--- config.mk ---
export PLATFORM = sky130hd
export DESIGN_NAME = mii_rx_sfd_detect
export DESIGN_NICKNAME = d
export VERILOG_FILES = /design/src/rtl/mii_rx_sfd_detect.sv
export SDC_FILE = /design/constraint.sdc
export NUM_CORES = 1
export LEC_CHECK = 0
export BUFFER_PORTS_ARGS = -buffer_cell sky130_fd_sc_hd__buf_4
export CORE_MARGIN = 3
export CORE_UTILIZATION = 40
export CTS_CLUSTER_DIAMETER = 120
export DETAILED_ROUTE_END_ITERATION = 12
export PLACE_DENSITY_LB_ADDON = 0.25
export SETUP_SLACK_MARGIN = 0.1
export SYNTH_ARGS = -nofsm -noshare
export SYNTH_HDL_FRONTEND = slang
export SYNTH_SLANG_ARGS = --single-unit
--- constraint.sdc ---
create_clock -name clk -period 1.8 [get_ports clk]
set_input_delay 0.09 -clock clk [delete_from_list [all_inputs] [get_ports clk]]
set_output_delay 0.09 -clock clk [all_outputs]
set_load 0.005 [all_outputs]
--- src/rtl/mii_rx_sfd_detect.sv ---
module mii_rx_sfd_detect #(
  parameter logic [3:0] PRE_NIB = 4'h5,
  parameter logic [3:0] SFD_HI  = 4'hD
) (
  input  logic       clk,
  input  logic       rst_n,
  input  logic       rx_dv,
  input  logic [3:0] rx_nib,
  output logic       out_valid,
  output logic [7:0] out_data,
  output logic       out_sof,
  output logic       out_eof,
  output logic       hdr_ok,
  output logic       frame_drop,
  output logic       dribble_err
);
  typedef enum logic [1:0] {HUNT, PAY, DISC} st_t;
  st_t        st;
  logic       dv_q, half_q, pend_v, first_q;
  logic [3:0] prev_q, lo_q;
  logic [7:0] pend_q;

  wire zpair = (~prev_q[3] & ~rx_nib[0]) | (~rx_nib[0] & ~rx_nib[1]) |
               (~rx_nib[1] & ~rx_nib[2]) | (~rx_nib[2] & ~rx_nib[3]);
  wire sfd_hit = (prev_q == PRE_NIB) && (rx_nib == SFD_HI);

  always_ff @(posedge clk) begin
    if (!rst_n) begin
      st <= HUNT; dv_q <= 1'b0; half_q <= 1'b0; pend_v <= 1'b0; first_q <= 1'b0;
      prev_q <= 4'hF; lo_q <= '0; pend_q <= '0;
      out_valid <= 1'b0; out_data <= '0; out_sof <= 1'b0; out_eof <= 1'b0;
      hdr_ok <= 1'b0; frame_drop <= 1'b0; dribble_err <= 1'b0;
    end else begin
      out_valid <= 1'b0; out_sof <= 1'b0; out_eof <= 1'b0;
      hdr_ok <= 1'b0; frame_drop <= 1'b0; dribble_err <= 1'b0;
      dv_q <= rx_dv;
      if (!rx_dv) begin
        if (st == HUNT && dv_q) frame_drop <= 1'b1;
        if (st == PAY) begin
          if (pend_v) begin
            out_valid <= 1'b1; out_data <= pend_q; out_sof <= first_q; out_eof <= 1'b1;
          end
          dribble_err <= half_q;
        end
        st <= HUNT; prev_q <= 4'hF; half_q <= 1'b0; pend_v <= 1'b0; first_q <= 1'b0;
      end else begin
        case (st)
          HUNT: begin
            if (zpair) begin
              st <= DISC; frame_drop <= 1'b1;
            end else if (sfd_hit) begin
              st <= PAY; hdr_ok <= 1'b1; first_q <= 1'b1;
            end else begin
              prev_q <= rx_nib;
            end
          end
          PAY: begin
            if (!half_q) begin
              lo_q <= rx_nib; half_q <= 1'b1;
            end else begin
              half_q <= 1'b0; pend_q <= {rx_nib, lo_q}; pend_v <= 1'b1;
              if (pend_v) begin
                out_valid <= 1'b1; out_data <= pend_q; out_sof <= first_q; first_q <= 1'b0;
              end
            end
          end
          default: ;
        endcase
      end
    end
  end

  assert_rst_quiet_R1: assert property (@(posedge clk)
    $past(!rst_n) |-> !out_valid && !hdr_ok && !frame_drop && !dribble_err);
  assert_eof_after_dv_low_R4: assert property (@(posedge clk) disable iff (!rst_n)
    out_eof |-> out_valid && !$past(rx_dv));
  assert_sof_valid_R4: assert property (@(posedge clk) disable iff (!rst_n)
    out_sof |-> out_valid);
  assert_ok_xor_drop_R5: assert property (@(posedge clk) disable iff (!rst_n)
    $onehot0({hdr_ok, frame_drop}));
  assert_drop_no_data_R5: assert property (@(posedge clk) disable iff (!rst_n)
    frame_drop |-> !out_valid);
  assert_dribble_at_end_R8: assert property (@(posedge clk) disable iff (!rst_n)
    dribble_err |-> !$past(rx_dv));
  assert_ok_needs_dv_R2: assert property (@(posedge clk) disable iff (!rst_n)
    hdr_ok |-> $past(rx_dv) && $past(rx_nib) == SFD_HI);
endmodule

==> Word-level counts from Yosys, hierarchy flattened <==
Index checks and enable logic that the tools add are counted.
{ "word_totals": {"ff_bits": 36, "output_inout_bits": 14, "wordCells": 86} }
{ "op_classes": {"n_eq_ne": 8, "mux": 28, "n_bitwise": 19, "n_reduce_logical": 16} }
{ "ops": {"columns": ["op", "n"], "rows": [
  ["$mux W8", 5],
  ["$mux W1", 20],
  ["$not A1 Y1", 12],
  ["$reduce_and A3 Y1", 3],
  ["$ne A2 B2 Y1 const B", 4],
  ["$reduce_and A2 Y1", 4],
  ["$reduce_and A5 Y1", 1],
  ["$and A1 B1 Y1", 4],
  ["$eq A4 B3 Y1 const B", 1],
  ["$eq A4 B4 Y1 const B", 1],
  ["$mux W2", 2],
  ["$reduce_bool A2 Y1", 2],
  ["$reduce_or A4 Y1", 1],
  ["$or A1 B1 Y1", 3],
  ["$reduce_or A3 Y1", 1],
  ["$eq A2 B1 Y1 const B", 1],
  ["$logic_and A1 B1 Y1", 2],
  ["$logic_not A2 Y1", 1],
  ["$ne A2 B1 Y1 const B", 1],
  ["$pmux W1 S2", 1],
  ["$reduce_or A2 Y1", 1]
]} }

==> Logic depth before layout (Yosys ltp) <==
Gate-level depths: netlist (run 1).
{ "depth": {"word_depth": 8, "ltp_mapped": 6, "mapped_depth_nobuf": 4} }

==> Worst setup path before layout (run 1) <==
OpenSTA, ideal clock, no wires.
{ "synth_timing": {"path_type": "flip-flop to flip-flop", "start": "register st[0]", "end": "register out_data[0]", "setup_ps": 116, "t_arrival_ps": 1163, "required_ps": 1684, "path_slack_ps": 521, "path_stages_with_launch": 7, "path_buffers": 2, "path_cell_list": "dfxtp_1 > nor2b_4 > buf_6 > and3_4 > buf_12 > mux2i_1 > nor2b_1"} }
{ "synth_between": {"elab_chain_cells": 2} }
{ "synth_rtl": {"columns": ["element", "line_no", "source"], "rows": [
  ["start, declared", "18", "st_t st;"],
  ["start signal, assigned", "29", "st <= HUNT; dv_q <= 1'b0; half_q <= 1'b0; pend_v <= 1'b0; first_q <= 1'b0;"],
  ["start signal, assigned", "45", "st <= HUNT; prev_q <= 4'hF; half_q <= 1'b0; pend_v <= 1'b0; first_q <= 1'b0;"],
  ["start signal, assigned", "50", "st <= DISC; frame_drop <= 1'b1;"],
  ["$eq A2 B1 Y1", "39, 47", null],
  ["$reduce_and A2 Y1 (no line)", null, null],
  ["end signal, assigned", "31", "out_valid <= 1'b0; out_data <= '0; out_sof <= 1'b0; out_eof <= 1'b0;"],
  ["end signal, assigned", "41", "out_valid <= 1'b1; out_data <= pend_q; out_sof <= first_q; out_eof <= 1'b1;"],
  ["end signal, assigned", "63", "out_valid <= 1'b1; out_data <= pend_q; out_sof <= first_q; first_q <= 1'b0;"],
  ["end, declared", "10", "output logic [7:0] out_data,"]
]} }
Every way passes these cells.
A chain may end at the register's enable or synchronous reset.

==> Worst setup path in the final report (run 1) <==
{ "layout_timing": {"start": "register st[0]", "end": "register lo_q[3]"} }
{ "layout_between": {"elab_chain_cells": 2} }
{ "layout_rtl": {"columns": ["element", "line_no", "source"], "rows": [
  ["$eq A2 B1 Y1", "47", "case (st)"],
  ["$reduce_and A3 Y1 (no line)", null, null],
  ["end signal, assigned", "30", "prev_q <= 4'hF; lo_q <= '0; pend_q <= '0;"],
  ["end signal, assigned", "59", "lo_q <= rx_nib; half_q <= 1'b1;"],
  ["end, declared", "20", "logic [3:0] prev_q, lo_q;"]
]} }
Every way passes these cells.

==> results of run 1 <==
where the power goes:
part / leakage (uW) / switching, uW / internal (uW)
clock: 0.0000422 / 263 / 291
sequential: 0.000291 / 4.71 / 804
combinational: 0.000287 / 35.0 / 31.1
through the flow:
stage / hold WS (ps) / util
after floorplan: 181 / -
after CTS: 17.7 / 0.511
final: 26.7 / 0.511
after detailed placement: 326 / 0.483
after global placement: 325 / 0.483
after global routing: 4.47 / 0.511
layout make-up:
type | instances | share of cell area
inverters | 1 | 0.00231
clock buffers | 6 | 0.0254
well taps | 44 | 0.0339
multi-input cells | 96 | 0.374
clock inverters | 2 | 0.0216
flip-flops and latches | 36 | 0.444
repair buffers | 21 | 0.0987
worst register-to-register path, delay by kind of cell (launching register included):
kind	cells	cell delay [ps]
flip-flops	1	420
AND/OR/NAND/NOR	3	750
multiplexers	1	250
layer usage:
layer | vias to the layer above | part of all wire
met5 | - | 0
met4 | 0 | 0.020
met3 | 5 | 0.044
met2 | 14 | 0.48
li1 | 507 | -
met1 | 451 | 0.46
how the worst max path moves through the flow:
stage / endpoint / cells after the start / startpoint / slack [ps]
detailed placement: lo_q[3] / 4 / st[0] / 310
finish: lo_q[3] / 4 / st[0] / 290
global route: lo_q[3] / 4 / st[0] / 210
floorplan: out_data[0] / 6 / st[0] / 520
global placement: lo_q[1] / 4 / st[0] / 380
CTS: lo_q[3] / 4 / st[0] / 290
cells in the mapped netlist:
cell / n / share of area
buf_4: 2 / 0.011
a21boi_1: 1 / 0.0054
dfxtp_1: 36 / 0.52
inv_1: 1 / 0.0027
nor2_1: 16 / 0.043
nand2_1: 18 / 0.049
and2_1: 1 / 0.0045
nand3b_1: 1 / 0.0054
and4bb_2: 1 / 0.0090
xnor2_1: 1 / 0.0063
nand4_1: 1 / 0.0045
a211oi_1: 2 / 0.011
and3_1: 4 / 0.018
a21oi_1: 3 / 0.011
nand3_1: 2 / 0.0072
and3_4: 1 / 0.0081
nor2b_4: 1 / 0.0099
o22ai_1: 1 / 0.0045
a21boi_0: 7 / 0.038
clkbuf_1: 3 / 0.0081
o21a_1: 2 / 0.011
nand2b_1: 1 / 0.0045
nor2b_1: 15 / 0.068
buf_12: 1 / 0.014
nor4_1: 1 / 0.0045
mux2i_1: 16 / 0.12
buf_6: 1 / 0.0081
cells by family (layout without fill, tap and decap cells):
family / after synthesis / count (layout) / share of synthesized area
simple gates: 63 / 63 / 0.235
flops: 36 / 36 / 0.519
compound gates: 16 / 16 / 0.0802
mux: 16 / 16 / 0.115
buf+inv: 8 / 30 / 0.0441
xor+xnor: 1 / 1 / 0.00631
sequential cells by signal, indices dropped and copies added (netlist names), 2 cells and up:
register  flops
st            2
pend_q        8
lo_q          4
prev_q        4
out_data      8
placed cells by master, fill, tap and decap left out, drive strengths merged:
| cell | n |
|---|---|
| nor4 | 1 |
| nand3 | 2 |
| mux2i | 16 |
| nand2 | 18 |
| dlygate4sd3 | 1 |
| nor2 | 16 |
| dfxtp | 36 |
| nand2b | 1 |
| o22ai | 1 |
| clkinv | 1 |
| xnor2 | 1 |
| and4bb | 1 |
| buf | 20 |
| and3 | 5 |
| clkbuf | 6 |
| nand4 | 1 |
| nor2b | 16 |
| nand3b | 1 |
| bufinv | 1 |
| a21boi | 8 |
| o21a | 2 |
| a21oi | 3 |
| and2 | 1 |
| inv | 1 |
| a211oi | 2 |
==> results.toml, run 1 <==
[run_status]
outcome = "completed"

[global_routing]
antenna_found_initial = 0
grt_pass1_wl_um = 4330
grt_start_max_net_pins = 26
grt_util_met1 = 0.161
grt_use_met3 = 0.0572
grt.total_usage = 0.139
busiest_layer = "met2"
grt.overflow.total = 0
grt_util_met2 = 0.221
grt_pass1_vias = 921

[drt]
drc = 0
drtIter0Drc = 35
drt-pass1-iter-count = 3
via_per_inst = 4.74
wl_per_cell_um = 11.8
routed_wl_um = 2430
ant_nets = 0
vias = 977

[die]
dieHeight_um = 64.9
die_w_um = 64.9
core_sq_um = 3180
dieArea_sq_um = 4220
pin_count = 21
start_util = 0.437
placementRows = 20

[final_layout]
final_cells = 206
seq_area_sq_um = 721
fin_area_sq_um = 1620
drive_gt1_frac = 0.185
nets = 168
multiInputGateArea_sq_um = 607
num_antenna_cells = 0
fill_cells = 308
area_growth_pct = 16.8

[job]
drv_cap = 0

[sta]
slew_viol_final = 0
final.period_utilization = 0.840
fmax_mhz = 662
max_slew_margin = 0.682
finalSetupViolCount = 0
clock_skew_ps = 12.0
tightest_slew_ps = 475
rsz0062_at_grt = "no"
setup_tns_ps = 0
hold_viol = 0
fin_crit_ps = 1510
fin_ws_ps = 289

[place]
placed_cell_area_sq_um = 1540
dp.cells = 197
place_ws_ps = 311
port_buffers = 20
routabilityCongestion = 0.772
dp_hpwl_um = 1730

[min_path]
worstHoldPathCells = 3
holdPathEnd = "pend_q[7]"
hp-start = "rx_nib[3]"
hold_path.class = "input port to flip-flop"

[yosys]
ys_seq_elements = 36
syn_avg_cell_area_sq_um = 9.92
yosys_warnings = 0
synth_area_sq_um = 1390
ys_types = 27
netlist_instances = 140
synthesis.nets = 147
ys_seq_area_frac = 0.519

[worst_setup_path]
cpMostUsedCell = "nor2b_1"
critPathKind = "flip-flop to flip-flop"
worstReg2RegStart = "st[0]"
r2r_end = "lo_q[3]"
crit_path_end_kind = "flip-flop"
worstPathRequired_ps = 2050
cp_cell_sequence = "nor2b_4 > nor2b_1 > mux2i_1 > nor2b_1"
worst_setup_path_start_kind = "flip-flop"
critPathTopFamily = "simple AND/OR/NAND/NOR gates"
r2r_cells = 4
critPathArrivalTime_ps = 1760
crit_path_max_fanout = 8
r2r_slack_ps = 290
slowest_delay_ps = 440
cp_slowest_cell = "nor2b_1"
critPathBufInv = 0

[clocking]
cts_tree = "done"
cts_max_level = 2
clock_latency_ps = 350
cts_setup_buffers = 0
cts_num_sinks = 36
cts_resized = 0
clk_path_buf_depth = 2
worst_setup_hold_path_clk_slew_ps = 110
numCtsBuffers = 5
cts-root-buf = "clkbuf_4"
cts_hold_buf = 1

[power_and_ir_drop]
max-vdd-ir-drop_mv = 0.514
p_leak_uw = 0.000620
power.total_uw = 1430
p_per_area_nw_per_um2 = 880
(Power assumes the default switching activity.)
==> run 2: changes to the inputs <==
--- a/config.mk
+++ b/config.mk
@@ -5,6 +5,7 @@
 export SDC_FILE = /design/constraint.sdc
 export NUM_CORES = 1
 export LEC_CHECK = 0
+export ABC_AREA = 1
 export BUFFER_PORTS_ARGS = -buffer_cell sky130_fd_sc_hd__buf_4
 export CORE_MARGIN = 3
 export CORE_UTILIZATION = 40
==> constraint.sdc (replaced) <==
create_clock -name clk -period 1.5 [get_ports clk]
set_input_delay 0.075 -clock clk [delete_from_list [all_inputs] [get_ports clk]]
set_output_delay 0.075 -clock clk [all_outputs]
set_load 0.005 [all_outputs]
==> run 2 against run 1 <==
Routed wire length up 10%; clock skew down 4.7 ps; power up 11%; via count up 17%; maximum frequency up 19%; cell count up 18%; final area up 3.5%; largest power group unchanged.
==> results.toml, run 2 <==
[run_status]
outcome = "completed"

[yosys]
yosysMostFrequentCell = "dfxtp_1"
ys_seq_elements = 36
synth_area_sq_um = 1330
synthArstFlopShare = 0
yosysTopAreaCellShare = 0.540
ys.flop_type = "dfxtp_1"
ys_seq_area_frac = 0.540
yosys_warnings = 0
ys_types = 22
synth.area.top_cells = "dfxtp_1 54%, nor2_1 9.6%, o21ai_0 7.9%"
netlist_instances = 165
syn_avg_cell_area_sq_um = 8.08
synth_top_area_cell = "dfxtp_1"
synthesis.nets = 172
synth_edf_count = 0
netlist_top_cells_count = "36 x dfxtp_1, 34 x nor2_1, 23 x nand2_1, 21 x o21ai_0, 17 x inv_1"

[final_layout]
area_growth_pct = 25.9
layout_common_cells = "36 x dfxtp_1, 34 x nor2_1, 24 x buf_4"
drive_gt1_frac = 0.215
layout_commonest_cell = "dfxtp_1"
final_cells = 244
nets = 206
reg_top3 = "out_data: 8 flops, pend_q: 8 flops"
fill_cells = 300
num_antenna_cells = 0

[worst_setup_path]
crit_path_end_kind = "flip-flop"
worstPathRequired_ps = 1770
critPathKind = "flip-flop to flip-flop"
critPathArrivalTime_ps = 1550
worst_setup_path_start_kind = "flip-flop"
crit_path_max_fanout = 6

[global_routing]
antenna_found_initial = 0
grt_pass1_wl_um = 4700
grt.total_usage = 0.147
grt_start_max_net_pins = 23
grt.overflow.total = 0
grt_pass1_vias = 1110

[sta]
final.period_utilization = 0.849
clock_skew_ps = 7.31
fin_hold_ws_ps = 68.8
tightest_slew_ps = 226
setup_tns_ps = 0
slew_viol_final = 0
fmax_mhz = 786
max_slew_margin = 0.848
hold_viol = 0
fin_ws_ps = 227
finalSetupViolCount = 0
rsz0062_at_grt = "no"
fin_crit_ps = 1270

[job]
drv_cap = 0

[place]
place_ws_ps = 184
dp.cells = 226
dp_hpwl_um = 1890
port_buffers = 20
routabilityCongestion = 0.804

[die]
core_sq_um = 3130
dieArea_sq_um = 4060
die_w_um = 63.7
start_util = 0.426
placementRows = 20
dieHeight_um = 63.7
pin_count = 21

[clocking]
cts-root-buf = "clkbuf_4"
cts_num_sinks = 36
cts_tree = "done"
clock_latency_ps = 330
worst_setup_hold_path_clk_slew_ps = 100
cts_resized = 0
clk_path_buf_depth = 2
numCtsBuffers = 5
cts_max_level = 2

[power_and_ir_drop]
p_leak_uw = 0.000822
p_per_area_nw_per_um2 = 945
power.total_uw = 1590
max-vdd-ir-drop_mv = 0.548

[min_path]
hold_path.class = "input port to flip-flop"

[drt]
via_per_inst = 4.70
routed_wl_um = 2680
drtIter0Drc = 45
ant_nets = 0
wl_per_cell_um = 11.0
vias = 1147
drc = 0
drt-pass1-iter-count = 4
-- run 2: stage by stage --
stage	area (sq um)	util
after CTS	1630	0.521
after floorplan	1330	-
after global routing	1680	0.537
after global placement	1520	0.486
after detailed placement	1520	0.486
final	1680	0.537
-- run 2: cells by family (layout without fill, tap and decap cells) --
| family | count (synthesis) | in the layout | share of synthesized area |
|---|---|---|---|
| simple gates | 72 | 72 | 0.251 |
| compound gates | 35 | 35 | 0.141 |
| flops | 36 | 36 | 0.540 |
| buf+inv | 22 | 57 | 0.0675 |
-- run 2: area by class of cell --
type,count,area (sq um),area share
repair buffers,30,250,0.149
well taps,44,55.1,0.0328
multi-input cells,107,523,0.311
inverters,19,71.3,0.0425
clock buffers,8,58.8,0.0350
flip-flops and latches,36,721,0.429
-- run 2: power by group --
group          internal (uW)  switching (uW)
combinational           40.3            57.0
clock                    231             286
sequential               966            5.77
-- run 2: final timing paths --
check | from | end | slack (ps) | cells past startpoint
setup reg to reg | st[0] | pend_q[4] | 230 | 7
hold reg to reg | first_q | out_sof | 480 | 2
setup / recovery | st[0] | pend_q[4] | 230 | 7
hold / removal | rst_n | pend_q[5] | 70 | 3
-- run 2: worst max-delay path, stage by stage, from the launching register on --
cell	delay, ps
dfxtp_1	350
inv_2	60
nor2_4	150
nand2_4	90
nor2_4	210
buf_12	140
o21ai_0	90
a21oi_1	130
-- run 2: per-layer routing --
metal / GRT usage / up-vias / share of wire
met5: 0 / - / 0
met4: 0.0647 / 0 / 0.0078
met3: 0.0545 / 2 / 0.047
met2: 0.245 / 27 / 0.49
met1: 0.168 / 520 / 0.45
li1: - / 598 / -
-- run 2: repair_timing --
action                                  CTS  global route
hold buffers                              5             0
endpoints found under the setup margin    0             7
hold endpoints to repair                  6             0
buffers inserted                          0             5
==> run 3: changes to the inputs <==
==> constraint.sdc (replaced) <==
create_clock -name clk -period 1.24 [get_ports clk]
set_input_delay 0.062 -clock clk [delete_from_list [all_inputs] [get_ports clk]]
set_output_delay 0.062 -clock clk [all_outputs]
set_load 0.005 [all_outputs]
==> run 3 against run 2 <==
Flip-flop and latch count stayed put; critical path depth is 1 lower; largest power group unchanged; combinational power is 24% higher; clock power is 6.8% higher; final area is 2.3% higher; critical path type unchanged; utilization is 1.2 points higher; global-route usage is 0.63 points higher; first-iteration DRC count is 4.4% lower; cell count is 1.2% higher; clock skew is 0.78 ps higher; die area stayed put; count of clock-buffer cells in the layout is 2 lower.
==> results.toml, run 3 (synthesis results as in run 2) <==
[worst_setup_path]
cp_cell_sequence = "nor2_4 > nand2_2 > nor2_4 > inv_4 > nor2_1 > nor2_1"
cp_slowest_cell = "dfxtp_1"
worst_setup_path_start_kind = "flip-flop"
crit_path_end_kind = "flip-flop"
worstPathRequired_ps = 1470
critPathTopFamily = "simple AND/OR/NAND/NOR gates"
critPathArrivalTime_ps = 1390
critPathKind = "flip-flop to flip-flop"
critPathBufInv = 1
crit_path_max_fanout = 10
slowest_delay_ps = 360

[die]
start_util = 0.426
die_w_um = 63.7
dieArea_sq_um = 4060
core_sq_um = 3130
placementRows = 20
pin_count = 21
dieHeight_um = 63.7

[global_routing]
grt_util_met2 = 0.269
grt_start_max_net_pins = 23
grt.total_usage = 0.153
grt_use_met3 = 0.0545
grt_pass1_wl_um = 4820
busiest_layer = "met2"
antenna_found_initial = 0
grt.overflow.total = 0
grt_util_met1 = 0.166
grt_pass1_vias = 1092

[job]
drv_cap = 0

[clocking]
worst_setup_hold_path_clk_slew_ps = 100
cts_tree = "done"
cts-root-buf = "clkbuf_4"
numCtsBuffers = 5
cts_num_sinks = 36
cts_max_level = 2
clk_path_buf_depth = 2
clock_latency_ps = 330

[run_status]
outcome = "completed"

[sta]
fin_crit_ps = 1160
hold_viol = 0
clock_skew_ps = 8.09
rsz0062_at_grt = "yes"
slew_viol_final = 0
tightest_slew_ps = 195
fin_ws_ps = 77.9
finalSetupViolCount = 0
final.period_utilization = 0.937
fmax_mhz = 861
max_slew_margin = 0.869

[drt]
drc = 0
routed_wl_um = 2770
vias = 1152
ant_nets = 0
drt-pass1-iter-count = 4
via_per_inst = 4.66
drtIter0Drc = 43
wl_per_cell_um = 11.2

[final_layout]
nets = 210
area_growth_pct = 28.8
final_util = 0.549
layout_commonest_cell = "dfxtp_1"
fill_cells = 315
reg_top3 = "out_data: 8 flops, pend_q: 8 flops"
layout_common_cells = "34 x dfxtp_1, 29 x nor2_1, 26 x buf_4"
drive_gt1_frac = 0.296
num_antenna_cells = 0

[place]
dp_hpwl_um = 1970
place_ws_ps = 68.5
routabilityCongestion = 0.777
port_buffers = 20

[min_path]
hold_path.class = "input port to flip-flop"

[power_and_ir_drop]
p_per_area_nw_per_um2 = 1070
p_leak_uw = 0.000831
max-vdd-ir-drop_mv = 0.652
==> run 3: cell count changes in the layout (fill, tap and decap cells not counted), moves of 2 or more <==
cell     delta
o21ai_0     -2
buf_4       +2
inv_1       -5
buf_6       +3
nor2_2      +5
inv_2       +4
dfxtp_1     -2
nor2_1      -5
o21ai_1     +2
==> run 3: worst paths after layout <==
path	from	depth (start not counted)	slack (ps)	end
setup / recovery	st[1]	6	80	out_data[1]
setup reg to reg	st[1]	6	80	out_data[1]
hold / removal	rx_nib[1]	3	50	pend_q[5]
hold reg to reg	first_q	2	470	out_sof
==> run 3: layout make-up <==
cell class                 instances  area [sq um]  area share
sequential                        36           726       0.422
multi-input combinational        107           538       0.313
timing repair buffer              34           279       0.162
inverter                          19          73.8      0.0430
tap                               44          55.1      0.0320
clock buffer                       6          41.3      0.0240
clock inverter                     1          5.00     0.00291
==> run 3: per-stage QoR <==
stage                     hold WS, ps  setup TNS (ps)  area, sq um  cells  power [uW]
after CTS                        30.6               0         1680    244        1880
final                            54.0               0         1720    247        1850
after global routing             45.8           -64.9         1720    247        1960
after global placement            283               0         1540    229        1310
after detailed placement          284               0         1540    229        1310
after floorplan                   140               0         1330    165        1270
==> run 3: power breakdown <==
part           leakage (uW)  switching, uW  internal, uW
registers          0.000292           6.86          1170
logic              0.000510           71.7          49.5
clock network     0.0000281            343           209
==> run 3: repair_timing <==
item                                    4_1_cts  5_1_grt
hold buffers                                  5        0
buffers inserted                              3        3
endpoints found under the setup margin       18       26
pin swaps                                     1        5
hold endpoints to repair                      7        0
resized for setup                             8       12
==> run 3: worst reg2reg max path, stage by stage, from the launching register on <==
cell,delay [ps]
dfxtp_1,360
nor2_4,180
nand2_2,100
nor2_4,180
inv_4,90
nor2_1,100
nor2_1,50
==> run 3: metal layers <==
metal | vias up | part of all wire
met2 | 16 | 0.52
met3 | 5 | 0.036
met1 | 528 | 0.43
met4 | 0 | 0.018
met5 | - | 0
li1 | 603 | -
